$ cat config.mk
export PLATFORM = sky130hd
export DESIGN_NAME = sync_updn_cnt
export DESIGN_NICKNAME = d
export VERILOG_FILES = /design/src/rtl/sync_updn_cnt_pkg.sv /design/src/rtl/updn_op_decode.sv /design/src/rtl/updn_step.sv /design/src/rtl/updn_term_detect.sv /design/src/rtl/sync_updn_cnt.sv
export SDC_FILE = /design/constraint.sdc
export NUM_CORES = 1
export LEC_CHECK = 0
export BUFFER_PORTS_ARGS = -buffer_cell sky130_fd_sc_hd__buf_2
export CAP_MARGIN = 20
export CORE_AREA = 2 2 39 41
export CTS_CLUSTER_DIAMETER = 30
export DETAILED_ROUTE_END_ITERATION = 16
export DIE_AREA = 0 0 41 43
export PLACE_DENSITY = 0.48
export SYNTH_ARGS = -nofsm -noshare
export SYNTH_HDL_FRONTEND = slang
export SYNTH_SLANG_ARGS = --single-unit
$ cat constraint.sdc
create_clock -name clk_i -period 1.49 [get_ports clk_i]
set_input_delay 0.298 -clock clk_i [delete_from_list [all_inputs] [get_ports clk_i]]
set_output_delay 0.298 -clock clk_i [all_outputs]
set_load 0.02 [all_outputs]
$ cat src/rtl/sync_updn_cnt_pkg.sv
package sync_updn_cnt_pkg;

  typedef enum logic [1:0] {
    CNT_OP_HOLD = 2'd0,
    CNT_OP_LOAD = 2'd1,
    CNT_OP_STEP = 2'd2
  } cnt_op_e;

endpackage

$ cat src/rtl/updn_op_decode.sv
module updn_op_decode
  import sync_updn_cnt_pkg::*;
(
  input  logic    load_ni,
  input  logic    en_p_ni,
  input  logic    en_t_ni,
  output cnt_op_e op_o
);

  // Load wins over counting; counting needs both enables asserted (low).
  always_comb begin
    if (!load_ni) begin
      op_o = CNT_OP_LOAD;
    end else if (!en_p_ni && !en_t_ni) begin
      op_o = CNT_OP_STEP;
    end else begin
      op_o = CNT_OP_HOLD;
    end
  end

endmodule

$ cat src/rtl/updn_step.sv
module updn_step #(
  parameter int unsigned WIDTH = 4
) (
  input  logic [WIDTH-1:0] q_i,
  input  logic             up_i,
  output logic [WIDTH-1:0] q_step_o
);

  // Look-ahead toggle chain: a bit flips when every lower bit is at the
  // direction's terminal level (1 when counting up, 0 when counting down).
  logic [WIDTH-1:0] toggle;

  for (genvar gi = 0; gi < WIDTH; gi++) begin : g_bit
    if (gi == 0) begin : g_lsb
      assign toggle[gi] = 1'b1;
    end else begin : g_upper
      assign toggle[gi] = toggle[gi-1] & (up_i ? q_i[gi-1] : ~q_i[gi-1]);
    end
    assign q_step_o[gi] = q_i[gi] ^ toggle[gi];
  end

endmodule

$ cat src/rtl/updn_term_detect.sv
module updn_term_detect #(
  parameter int unsigned WIDTH = 4
) (
  input  logic [WIDTH-1:0] q_i,
  input  logic             up_i,
  input  logic             en_t_ni,
  output logic             carry_no
);

  logic at_top;
  logic at_bottom;
  logic at_term;

  always_comb begin
    at_top    = &q_i;
    at_bottom = ~|q_i;
    at_term   = up_i ? at_top : at_bottom;
    carry_no  = ~(at_term & ~en_t_ni);
  end

endmodule

$ cat src/rtl/sync_updn_cnt.sv
module sync_updn_cnt
  import sync_updn_cnt_pkg::*;
#(
  parameter int unsigned WIDTH = 4
) (
  input  logic             clk_i,
  input  logic             rst_ni,
  input  logic             load_ni,
  input  logic             en_p_ni,
  input  logic             en_t_ni,
  input  logic             up_i,
  input  logic [WIDTH-1:0] din_i,
  output logic [WIDTH-1:0] q_o,
  output logic             carry_no
);

  cnt_op_e          op;
  logic [WIDTH-1:0] q_q;
  logic [WIDTH-1:0] q_d;
  logic [WIDTH-1:0] q_stepped;
  logic             q_en;

  updn_op_decode u_op_decode (
    .load_ni (load_ni),
    .en_p_ni (en_p_ni),
    .en_t_ni (en_t_ni),
    .op_o    (op)
  );

  updn_step #(.WIDTH(WIDTH)) u_step (
    .q_i      (q_q),
    .up_i     (up_i),
    .q_step_o (q_stepped)
  );

  updn_term_detect #(.WIDTH(WIDTH)) u_term (
    .q_i      (q_q),
    .up_i     (up_i),
    .en_t_ni  (en_t_ni),
    .carry_no (carry_no)
  );

  // Next state and clock enable.
  always_comb begin
    q_en = 1'b0;
    q_d  = q_q;
    unique case (op)
      CNT_OP_LOAD: begin
        q_en = 1'b1;
        q_d  = din_i;
      end
      CNT_OP_STEP: begin
        q_en = 1'b1;
        q_d  = q_stepped;
      end
      default: begin
        q_en = 1'b0;
        q_d  = q_q;
      end
    endcase
  end

  // State register.
  always_ff @(posedge clk_i or negedge rst_ni) begin
    if (!rst_ni) begin
      q_q <= '0;
    end else if (q_en) begin
      q_q <= q_d;
    end
  end

  assign q_o = q_q;

endmodule

==> results of run 1 <==
==> power groups by stage <==
| stage | registers, W | logic [W] | clock network, W |
|---|---|---|---|
| 3_5_place_dp | 0.000144 | 0.000145 | 0 |
| 4_1_cts | 0.000140 | 0.000163 | 0.000136 |
| 2_1_floorplan | 0.000168 | 0.0000547 | 0 |
| 6_report | 0.000142 | 0.000163 | 0.000128 |
| 3_3_place_gp | 0.000145 | 0.000146 | 0 |
| 5_1_grt | 0.000145 | 0.000180 | 0.000137 |
==> logic make-up (layout without fill, tap and decap cells) <==
kind of cell,after synthesis,after routing,share of synthesized area
and+or+nand+nor,17,17,0.338
DFF,4,4,0.338
AOI/OAI and AO/OA,9,9,0.228
xor gates and xnor gates,2,2,0.0591
buffers and inverters,3,25,0.0380
==> cells in the mapped netlist, drive strengths merged <==
library cell	n
a2111oi	1
a21oi	2
a2bb2oi	1
a31oi	1
and3	1
clkbuf	1
dfrtp	4
inv	2
nand2	2
nand3	1
nand3b	1
nand4	2
nor2	3
nor3	2
o2111ai	1
o21ai	2
o2bb2ai	1
or2	1
or3	2
or3b	1
or4	1
xnor2	1
xor2	1
==> area by class of cell <==
cell class                 count  area share
sequential                     4       0.216
timing repair buffer          20       0.253
inverter                       2      0.0158
tap                           16      0.0421
multi-input combinational     28       0.426
clock buffer                   3      0.0474
==> critical path: stages, from the launching register on <==
cell     delay [ps]
dfrtp_1         370
or3_1           370
a21oi_1         120
o21ai_1          70
buf_4           160
==> stage by stage <==
step           TNS [ps]  hold WS, ps  setup WS [ps]
5_1_grt            -194          338           -177
4_1_cts            -142          307           -142
6_report           -125          313           -125
2_1_floorplan         0         2.41           14.1
3_3_place_gp          0          105           13.3
3_5_place_dp          0          107           13.0
==> final timing paths <==
path	start	slack, ps	cells after the start	endpoint
worst max register to register	q_o[0]$_DFFE_PN0P_	40	3	q_o[3]$_DFFE_PN0P_
max in group asynchronous	rst_ni	960	2	q_o[0]$_DFFE_PN0P_
min in group asynchronous	rst_ni	400	2	q_o[1]$_DFFE_PN0P_
worst max-delay path	q_o[3]$_DFFE_PN0P_	-130	4	carry_no
worst min-delay path	din_i[3]	310	3	q_o[3]$_DFFE_PN0P_
worst min register to register	q_o[0]$_DFFE_PN0P_	630	2	q_o[0]$_DFFE_PN0P_
==> layout by cell type, fill, tap and decap left out, drive strengths merged, types with 2 or more instances in the layout <==
cell    count
nor3        2
inv         2
or3         2
nand2       2
a21oi       2
nand4       2
nor2        3
o21ai       2
clkbuf      3
dfrtp       4
buf        19
==> routing by layer <==
| layer | vias to the layer above | share of wire |
|---|---|---|
| li1 | 177 | - |
| met1 | 162 | 0.45 |
| met2 | 11 | 0.48 |
| met3 | 0 | 0.068 |
| met4 | 0 | 0 |
| met5 | - | 0 |
==> what timing repair did <==
item / in CTS / in global routing
setup buffers: 1 / 0
endpoints found under the hold margin: 4 / 0
pin swaps: 2 / 0
setup endpoints to repair: 1 / 3
resized for setup: 2 / 1
hold buffers: 1 / 0
==> results.sh, run 1 <==
export IMPL_pin_count=15
export IMPL_final_layout_size_suffix_gt1_frac=0.526
export IMPL_yosys_warnings=0
export IMPL_postRouteAntennaNets=0
export IMPL_cts_buffer_depth=2
export IMPL_fin_ws_ps=-125
export IMPL_worst_pin_slew_ps=229
export IMPL_first_iter_violations=6
export IMPL_syn_num_nets=45
export IMPL_rows=14
export IMPL_finalSetupViolCount=1
export IMPL_violations="setup timing"
export IMPL_wl_per_cell_um=11.0
export IMPL_finalCritPeriodShare=1.08
export IMPL_synth_area_um2=297
export IMPL_pwr_share_seq=0.329
export IMPL_crit_path_start_kind="flop"
export IMPL_fmax_ghz=0.619
export IMPL_drv_cap=0
export IMPL_gr_total_overflow=0
export IMPL_path_clk_slew_ps=40
export IMPL_outcome="finished with violations"
export IMPL_p_sw_frac=0.327
export IMPL_crit_arrival_ps=1320
export IMPL_first_pass_iters=4
export IMPL_power_density_mw_per_mm2=910
export IMPL_synth_top_area_cell="dfrtp_1"
export IMPL_root_buffer="clkbuf_4"
export IMPL_dieArea_mm2=0.00176
export IMPL_clock_latency_ps=230
export IMPL_area_delta_synth_final_pct=60.3
export IMPL_dpl_cell_area_um2=415
export IMPL_fin_util=0.344
export IMPL_grt_max_degree=10
export IMPL_syn_inst=35
export IMPL_core_mm2=0.00138
export IMPL_hold_viol=0
export IMPL_grt_pass1_wl_mm=1.37
export IMPL_die_h_um=43
export IMPL_setup_worst_path_end_class="output pin"
export IMPL_synth_top_area_frac=0.338
export IMPL_grtUsageTotal=0.114
export IMPL_vias=350
export IMPL_ys_seq_area_frac=0.338
export IMPL_vdd_ir_drop_max_mv=0.340
export IMPL_drc=0
export IMPL_ff_latch_area_um2=103
export IMPL_antenna_found_initial=0
export IMPL_finClkSkew_ps=0.446
export IMPL_htreeDepth=1
export IMPL_multi_input_area_um2=203
export IMPL_via_per_inst=4.79
export IMPL_busiest_layer="met2"
export IMPL_pwr_share_clk=0.295
export IMPL_yosys_top_cells_area="dfrtp_1, a2111oi_2, nand4_1, or3_1, nor2_1"
export IMPL_cp_required_ps=1190
export IMPL_post_place_cells=68
export IMPL_portBuffers=14
export IMPL_holdCritPathClass="in -> reg"
export IMPL_cts_made_buffers=3
export IMPL_grt_pass1_vias=333
export IMPL_clock_sinks=4
export IMPL_combPwrFrac=0.377
export IMPL_nets=69
export IMPL_die_x_um=41
export IMPL_routed_wl_um=806
export IMPL_finalPower_w=0.000433
export IMPL_cp_max_fo=2
export IMPL_relSlewSlack=0.846
export IMPL_grtUsageMet1=0.143
export IMPL_hpwl_um=636
export IMPL_initial_core_util=0.214
export IMPL_rsz0062_at_grt="true"
export IMPL_design_area_um2=475
export IMPL_netSwitchingPower_w=0.000142
export IMPL_n_antenna_cell=0
export IMPL_crit_type="reg -> out"
export IMPL_syn_area_per_cell_um2=8.47
export IMPL_ys_ff_latch=4
export IMPL_gp_congestion=0.679
export IMPL_use_met3=0.0157
export IMPL_internal_power_w=0.000291
export IMPL_fillers=143
export IMPL_cts_tree="yes"
export IMPL_slew_violations=0
export IMPL_min_period_ps=1620
export IMPL_layoutNonFillerInstCount=73
export IMPL_p_leak_nw=0.205
export IMPL_largest_reg_flops=4
export IMPL_grt_use_met2=0.169
export IMPL_ys_types=23
Power figures use the tool's default switching activity.
==> run 2, diff against run 1 <==
--- a/config.mk
+++ b/config.mk
@@ -12,6 +12,7 @@
 export DETAILED_ROUTE_END_ITERATION = 16
 export DIE_AREA = 0 0 41 43
 export PLACE_DENSITY = 0.48
+export RECOVER_POWER = 100
 export SYNTH_ARGS = -nofsm -noshare
 export SYNTH_HDL_FRONTEND = slang
 export SYNTH_SLANG_ARGS = --single-unit
==> run 2 against run 1 <==
Net effect: the flow still finishes with violations (setup timing); flip-flop and latch count is the same; first-iteration DRC count shrank 50%; utilization shrank 0.90 points; critical endpoint unchanged; largest cell class unchanged.
==> results.sh, run 2 (synthesis gave the netlist of run 1 again) <==
export IMPL_min_period_ps=1610
export IMPL_first_pass_iters=4
export IMPL_cts_buffer_depth=2
export IMPL_core_mm2=0.00138
export IMPL_cp_max_fo=2
export IMPL_n_antenna_cell=0
export IMPL_cts_made_buffers=3
export IMPL_preCtsSetupSlack_ps=13.0
export IMPL_vias=348
export IMPL_portBuffers=14
export IMPL_vdd_ir_drop_max_mv=0.340
export IMPL_routed_wl_um=804
export IMPL_fmax_ghz=0.620
export IMPL_hold_viol=0
export IMPL_critical_path_top_delay_family="simple AND/OR/NAND/NOR gates"
export IMPL_initial_core_util=0.214
export IMPL_first_iter_violations=3
export IMPL_nets=69
export IMPL_worst_pin_slew_ps=240
export IMPL_antenna_found_initial=0
export IMPL_drv_cap=0
export IMPL_final_common_cell="buf_2"
export IMPL_path_buf_inv=1
export IMPL_crit_chain="or3_1 > a21oi_1 > o21ai_1 > buf_4"
export IMPL_die_x_um=41
export IMPL_gp_congestion=0.679
export IMPL_relSlewSlack=0.839
export IMPL_grt_pass1_vias=333
export IMPL_grt_pass1_wl_mm=1.37
export IMPL_finalSetupViolCount=1
export IMPL_root_buffer="clkbuf_4"
export IMPL_die_h_um=43
export IMPL_cts_tree="yes"
export IMPL_finalCritPeriodShare=1.08
export IMPL_crit_arrival_ps=1310
export IMPL_p_leak_nw=0.190
export IMPL_slew_violations=0
export IMPL_violations="setup timing"
export IMPL_outcome="finished with violations"
export IMPL_setup_worst_path_end_class="output pin"
export IMPL_final_layout_size_suffix_gt1_frac=0.421
export IMPL_via_per_inst=4.77
export IMPL_fin_ws_ps=-123
export IMPL_grt_max_degree=10
export IMPL_clock_latency_ps=230
export IMPL_rsz0062_at_grt="true"
export IMPL_postRouteAntennaNets=0
export IMPL_cp_required_ps=1190
export IMPL_hpwl_um=636
export IMPL_crit_path_start_kind="flop"
export IMPL_drc=0
export IMPL_largest_reg_flops=4
export IMPL_clock_sinks=4
export IMPL_crit_type="reg -> out"
export IMPL_holdCritPathClass="in -> reg"
export IMPL_finClkSkew_ps=0.443
export IMPL_critPathMaxStageDelay_ps=370
export IMPL_area_delta_synth_final_pct=56.1
export IMPL_power_density_mw_per_mm2=918
export IMPL_pin_count=15
export IMPL_htreeDepth=1
export IMPL_fillers=150
export IMPL_dieArea_mm2=0.00176
export IMPL_mostFrequentLayoutCells="buf_2, clkbuf_1, buf_4"
export IMPL_wl_per_cell_um=11.0
export IMPL_layoutNonFillerInstCount=73
export IMPL_path_clk_slew_ps=40
export IMPL_crit_slowest_cell="or3_1"
export IMPL_gr_total_overflow=0
export IMPL_post_place_cells=68
export IMPL_grtUsageTotal=0.114
export IMPL_rows=14
-- run 2: cell types whose count changed in the layout (fill, tap and decap cells not counted) --
| cell | before | now |
|---|---|---|
| buf_2 | 13 | 10 |
| buf_4 | 6 | 4 |
| clkbuf_1 | 0 | 5 |
| dfrtp_1 | 2 | 3 |
| dfrtp_2 | 2 | 1 |
-- run 2: worst min-delay path, stage by stage --
cell	delay [ps]
buf_2	80
a2bb2oi_1	60
nand3b_1	70
-- run 2: per-layer routing --
layer,up-vias,global-route usage,wire (um)
met4,0,0.0800,0
met5,-,0,0
met2,13,0.169,386
met1,158,0.143,354
met3,0,0.0157,63
li1,177,-,-
-- run 2: final timing paths --
path                                     from                 end  slack, ps  cells past startpoint
max                        q_o[3]$_DFFE_PN0P_            carry_no       -120                      4
min in group asynchronous              rst_ni  q_o[3]$_DFFE_PN0P_        430                      2
min                                  din_i[3]  q_o[3]$_DFFE_PN0P_        310                      3
max in group asynchronous              rst_ni  q_o[1]$_DFFE_PN0P_        870                      2
min reg2reg                q_o[1]$_DFFE_PN0P_  q_o[1]$_DFFE_PN0P_        650                      2
max reg2reg                q_o[0]$_DFFE_PN0P_  q_o[3]$_DFFE_PN0P_         30                      3
-- run 2: repair_timing --
action	4_1_cts	5_1_grt
hold endpoints to repair	4	0
setup endpoints to repair	1	3
gates resized for setup	2	1
setup buffers	1	0
pin swaps	2	0
hold buffers	1	0
-- run 2: metrics by stage --
step / setup TNS [ps] / instance area [um2] / hold slack (ps) / utilization / power, W
floorplan: 0 / 299 / 2.41 / - / 0.000223
global placement: 0 / 415 / 105 / 0.300 / 0.000291
detailed placement: 0 / 415 / 107 / 0.300 / 0.000290
CTS: -142 / 470 / 307 / 0.340 / 0.000439
global route: -218 / 463 / 338 / 0.335 / 0.000454
finish: -123 / 463 / 313 / 0.335 / 0.000425
-- run 2: cell type report --
type                       count  area (um2)  share of cell area
multi-input combinational     28         203               0.438
timing repair buffer          20         109               0.235
sequential                     4         101               0.219
clock buffer                   3        22.5              0.0486
tap                           16        20.0              0.0432
inverter                       2        7.51              0.0162
-- run 2: power by group --
group          switching, W  internal, W
Sequential        0.0000158     0.000125
Clock             0.0000379    0.0000897
Combinational     0.0000876    0.0000689
Total              0.000141     0.000284
==> run 3, diff against run 2 <==
--- a/config.mk
+++ b/config.mk
@@ -11,8 +11,10 @@
 export CTS_CLUSTER_DIAMETER = 30
 export DETAILED_ROUTE_END_ITERATION = 16
 export DIE_AREA = 0 0 41 43
+export HOLD_SLACK_MARGIN = 0.12
 export PLACE_DENSITY = 0.48
 export RECOVER_POWER = 100
+export SETUP_SLACK_MARGIN = 0.3
 export SYNTH_ARGS = -nofsm -noshare
 export SYNTH_HDL_FRONTEND = slang
 export SYNTH_SLANG_ARGS = --single-unit
==> run 3 against run 2 <==
Net effect: the flow still finishes with violations (setup timing); count of clock-buffer cells in the layout did not move; register-to-register slack got worse by 30 ps; first-iteration DRC count fell by 67%; final area up 15%; clock skew about the same; final cell count up 4.1%; via count up 4.0%.
==> results.sh, run 3 (synthesis gave the netlist of run 1 again) <==
export IMPL_hold_ws_ps=325
export IMPL_nets=72
export IMPL_finalCritPeriodShare=1.09
export IMPL_multi_input_area_um2=225
export IMPL_dieArea_mm2=0.00176
export IMPL_fmax_ghz=0.619
export IMPL_relSlewSlack=0.851
export IMPL_finalSetupTns_ps=-127
export IMPL_hpwl_um=683
export IMPL_crit_path_start_kind="flop"
export IMPL_finalSetupViolCount=1
export IMPL_hold_start="din_i[0]"
export IMPL_path_clk_slew_ps=40
export IMPL_outcome="finished with violations"
export IMPL_cts_made_buffers=3
export IMPL_die_x_um=41
export IMPL_fin_util=0.386
export IMPL_p_leak_nw=0.223
export IMPL_grt_pass1_vias=347
export IMPL_antenna_found_initial=0
export IMPL_worst_pin_slew_ps=224
export IMPL_largest_reg_flops=4
export IMPL_grtUsageMet1=0.121
export IMPL_crit_arrival_ps=1320
export IMPL_initial_core_util=0.214
export IMPL_pin_count=15
export IMPL_grt_use_met2=0.191
export IMPL_violations="setup timing"
export IMPL_finalPower_w=0.000480
export IMPL_min_period_ps=1620
export IMPL_clock_latency_ps=230
export IMPL_finClkSkew_ps=0.283
export IMPL_root_buffer="clkbuf_4"
export IMPL_holdCritPathClass="in -> reg"
export IMPL_busiest_layer="met2"
export IMPL_first_iter_violations=1
export IMPL_dpl_cell_area_um2=415
export IMPL_vdd_ir_drop_max_mv=0.321
export IMPL_cts_buffer_depth=2
export IMPL_rr_worst_depth=3
export IMPL_grt_max_degree=10
export IMPL_drc=0
export IMPL_setup_worst_path_end_class="output pin"
export IMPL_drv_cap=0
export IMPL_fillers=159
export IMPL_gp_congestion=0.669
export IMPL_vias=362
export IMPL_die_h_um=43
export IMPL_slew_violations=0
export IMPL_n_antenna_cell=0
export IMPL_fin_ws_ps=-127
export IMPL_power_density_mw_per_mm2=898
export IMPL_cp_max_fo=2
export IMPL_ff_latch_area_um2=103
export IMPL_design_area_um2=534
export IMPL_via_per_inst=4.76
export IMPL_cts_tree="yes"
export IMPL_wl_per_cell_um=11.7
export IMPL_holdPathEnd="q_o[0]$_DFFE_PN0P_"
export IMPL_portBuffers=14
export IMPL_rsz0062_at_grt="true"
export IMPL_use_met3=0.0157
export IMPL_cp_required_ps=1190
export IMPL_first_pass_iters=4
export IMPL_core_mm2=0.00138
export IMPL_gr_total_overflow=0
export IMPL_reg2reg_from="q_o[0]$_DFFE_PN0P_"
export IMPL_mostFrequentLayoutCells="buf_2, buf_4, nor2_1, clkbuf_4, buf_6"
export IMPL_rows=14
export IMPL_grtUsageTotal=0.111
export IMPL_hold_path_cell_count=3
export IMPL_r2r_slack_ps=0
export IMPL_htreeDepth=1
export IMPL_final_common_cell="buf_2"
export IMPL_routed_wl_um=889
export IMPL_hold_viol=0
export IMPL_final_layout_size_suffix_gt1_frac=0.550
export IMPL_clock_sinks=4
export IMPL_r2r_end="q_o[3]$_DFFE_PN0P_"
export IMPL_postRouteAntennaNets=0
export IMPL_grt_pass1_wl_mm=1.32
export IMPL_crit_type="reg -> out"
export IMPL_area_delta_synth_final_pct=80.2
[run 3: how the worst max path moves through the flow]
stage,start,depth (start not counted),endpoint,slack (ps)
2_1_floorplan,q_o[0]$_DFFE_PN0P_,3,q_o[3]$_DFFE_PN0P_,10
3_3_place_gp,up_i,4,q_o[3]$_DFFE_PN0P_,7
3_5_place_dp,up_i,4,q_o[3]$_DFFE_PN0P_,-0.6
4_1_cts,q_o[2]$_DFFE_PN0P_,4,carry_no,-140
5_1_grt,q_o[3]$_DFFE_PN0P_,4,carry_no,-210
6_report,q_o[3]$_DFFE_PN0P_,4,carry_no,-130
[run 3: layer usage]
metal  vias up  wire length (um)
met2         8               492
met4         0                 0
met3         0                38
met1       170               358
met5         -                 0
li1        184                 -
[run 3: what timing repair did]
item | 4_1_cts | 5_1_grt
setup endpoints to repair | 7 | 7
endpoints found under the hold margin | 4 | 0
pin swaps | 4 | 1
resized for setup | 12 | 3
buffers inserted | 2 | 2
hold buffers | 1 | 0
gates cloned | 0 | 0
[run 3: through the flow]
step | std cells | setup slack, ps
5_1_grt | 76 | -206
3_3_place_gp | 68 | 6.98
3_5_place_dp | 68 | -0.635
6_report | 76 | -127
2_1_floorplan | 35 | 14.1
4_1_cts | 74 | -142
[run 3: worst max-delay path: stages (launching register included)]
cell     delay [ps]
dfrtp_1         370
or3_1           380
a21oi_2         120
o21ai_1          60
buf_4           150
[run 3: cell type report]
| cell class | instances | share of cell area |
|---|---|---|
| timing repair buffer | 23 | 0.293 |
| clock buffer | 3 | 0.0422 |
| inverter | 2 | 0.0141 |
| multi-input combinational | 28 | 0.422 |
| sequential | 4 | 0.192 |
| tap | 16 | 0.0375 |
[run 3: report_power, final]
part           switching, W  total (W)  internal [W]
Sequential        0.0000196   0.000146      0.000126
Clock             0.0000391   0.000129     0.0000898
Combinational     0.0000979   0.000205      0.000107
Total              0.000157   0.000480      0.000323
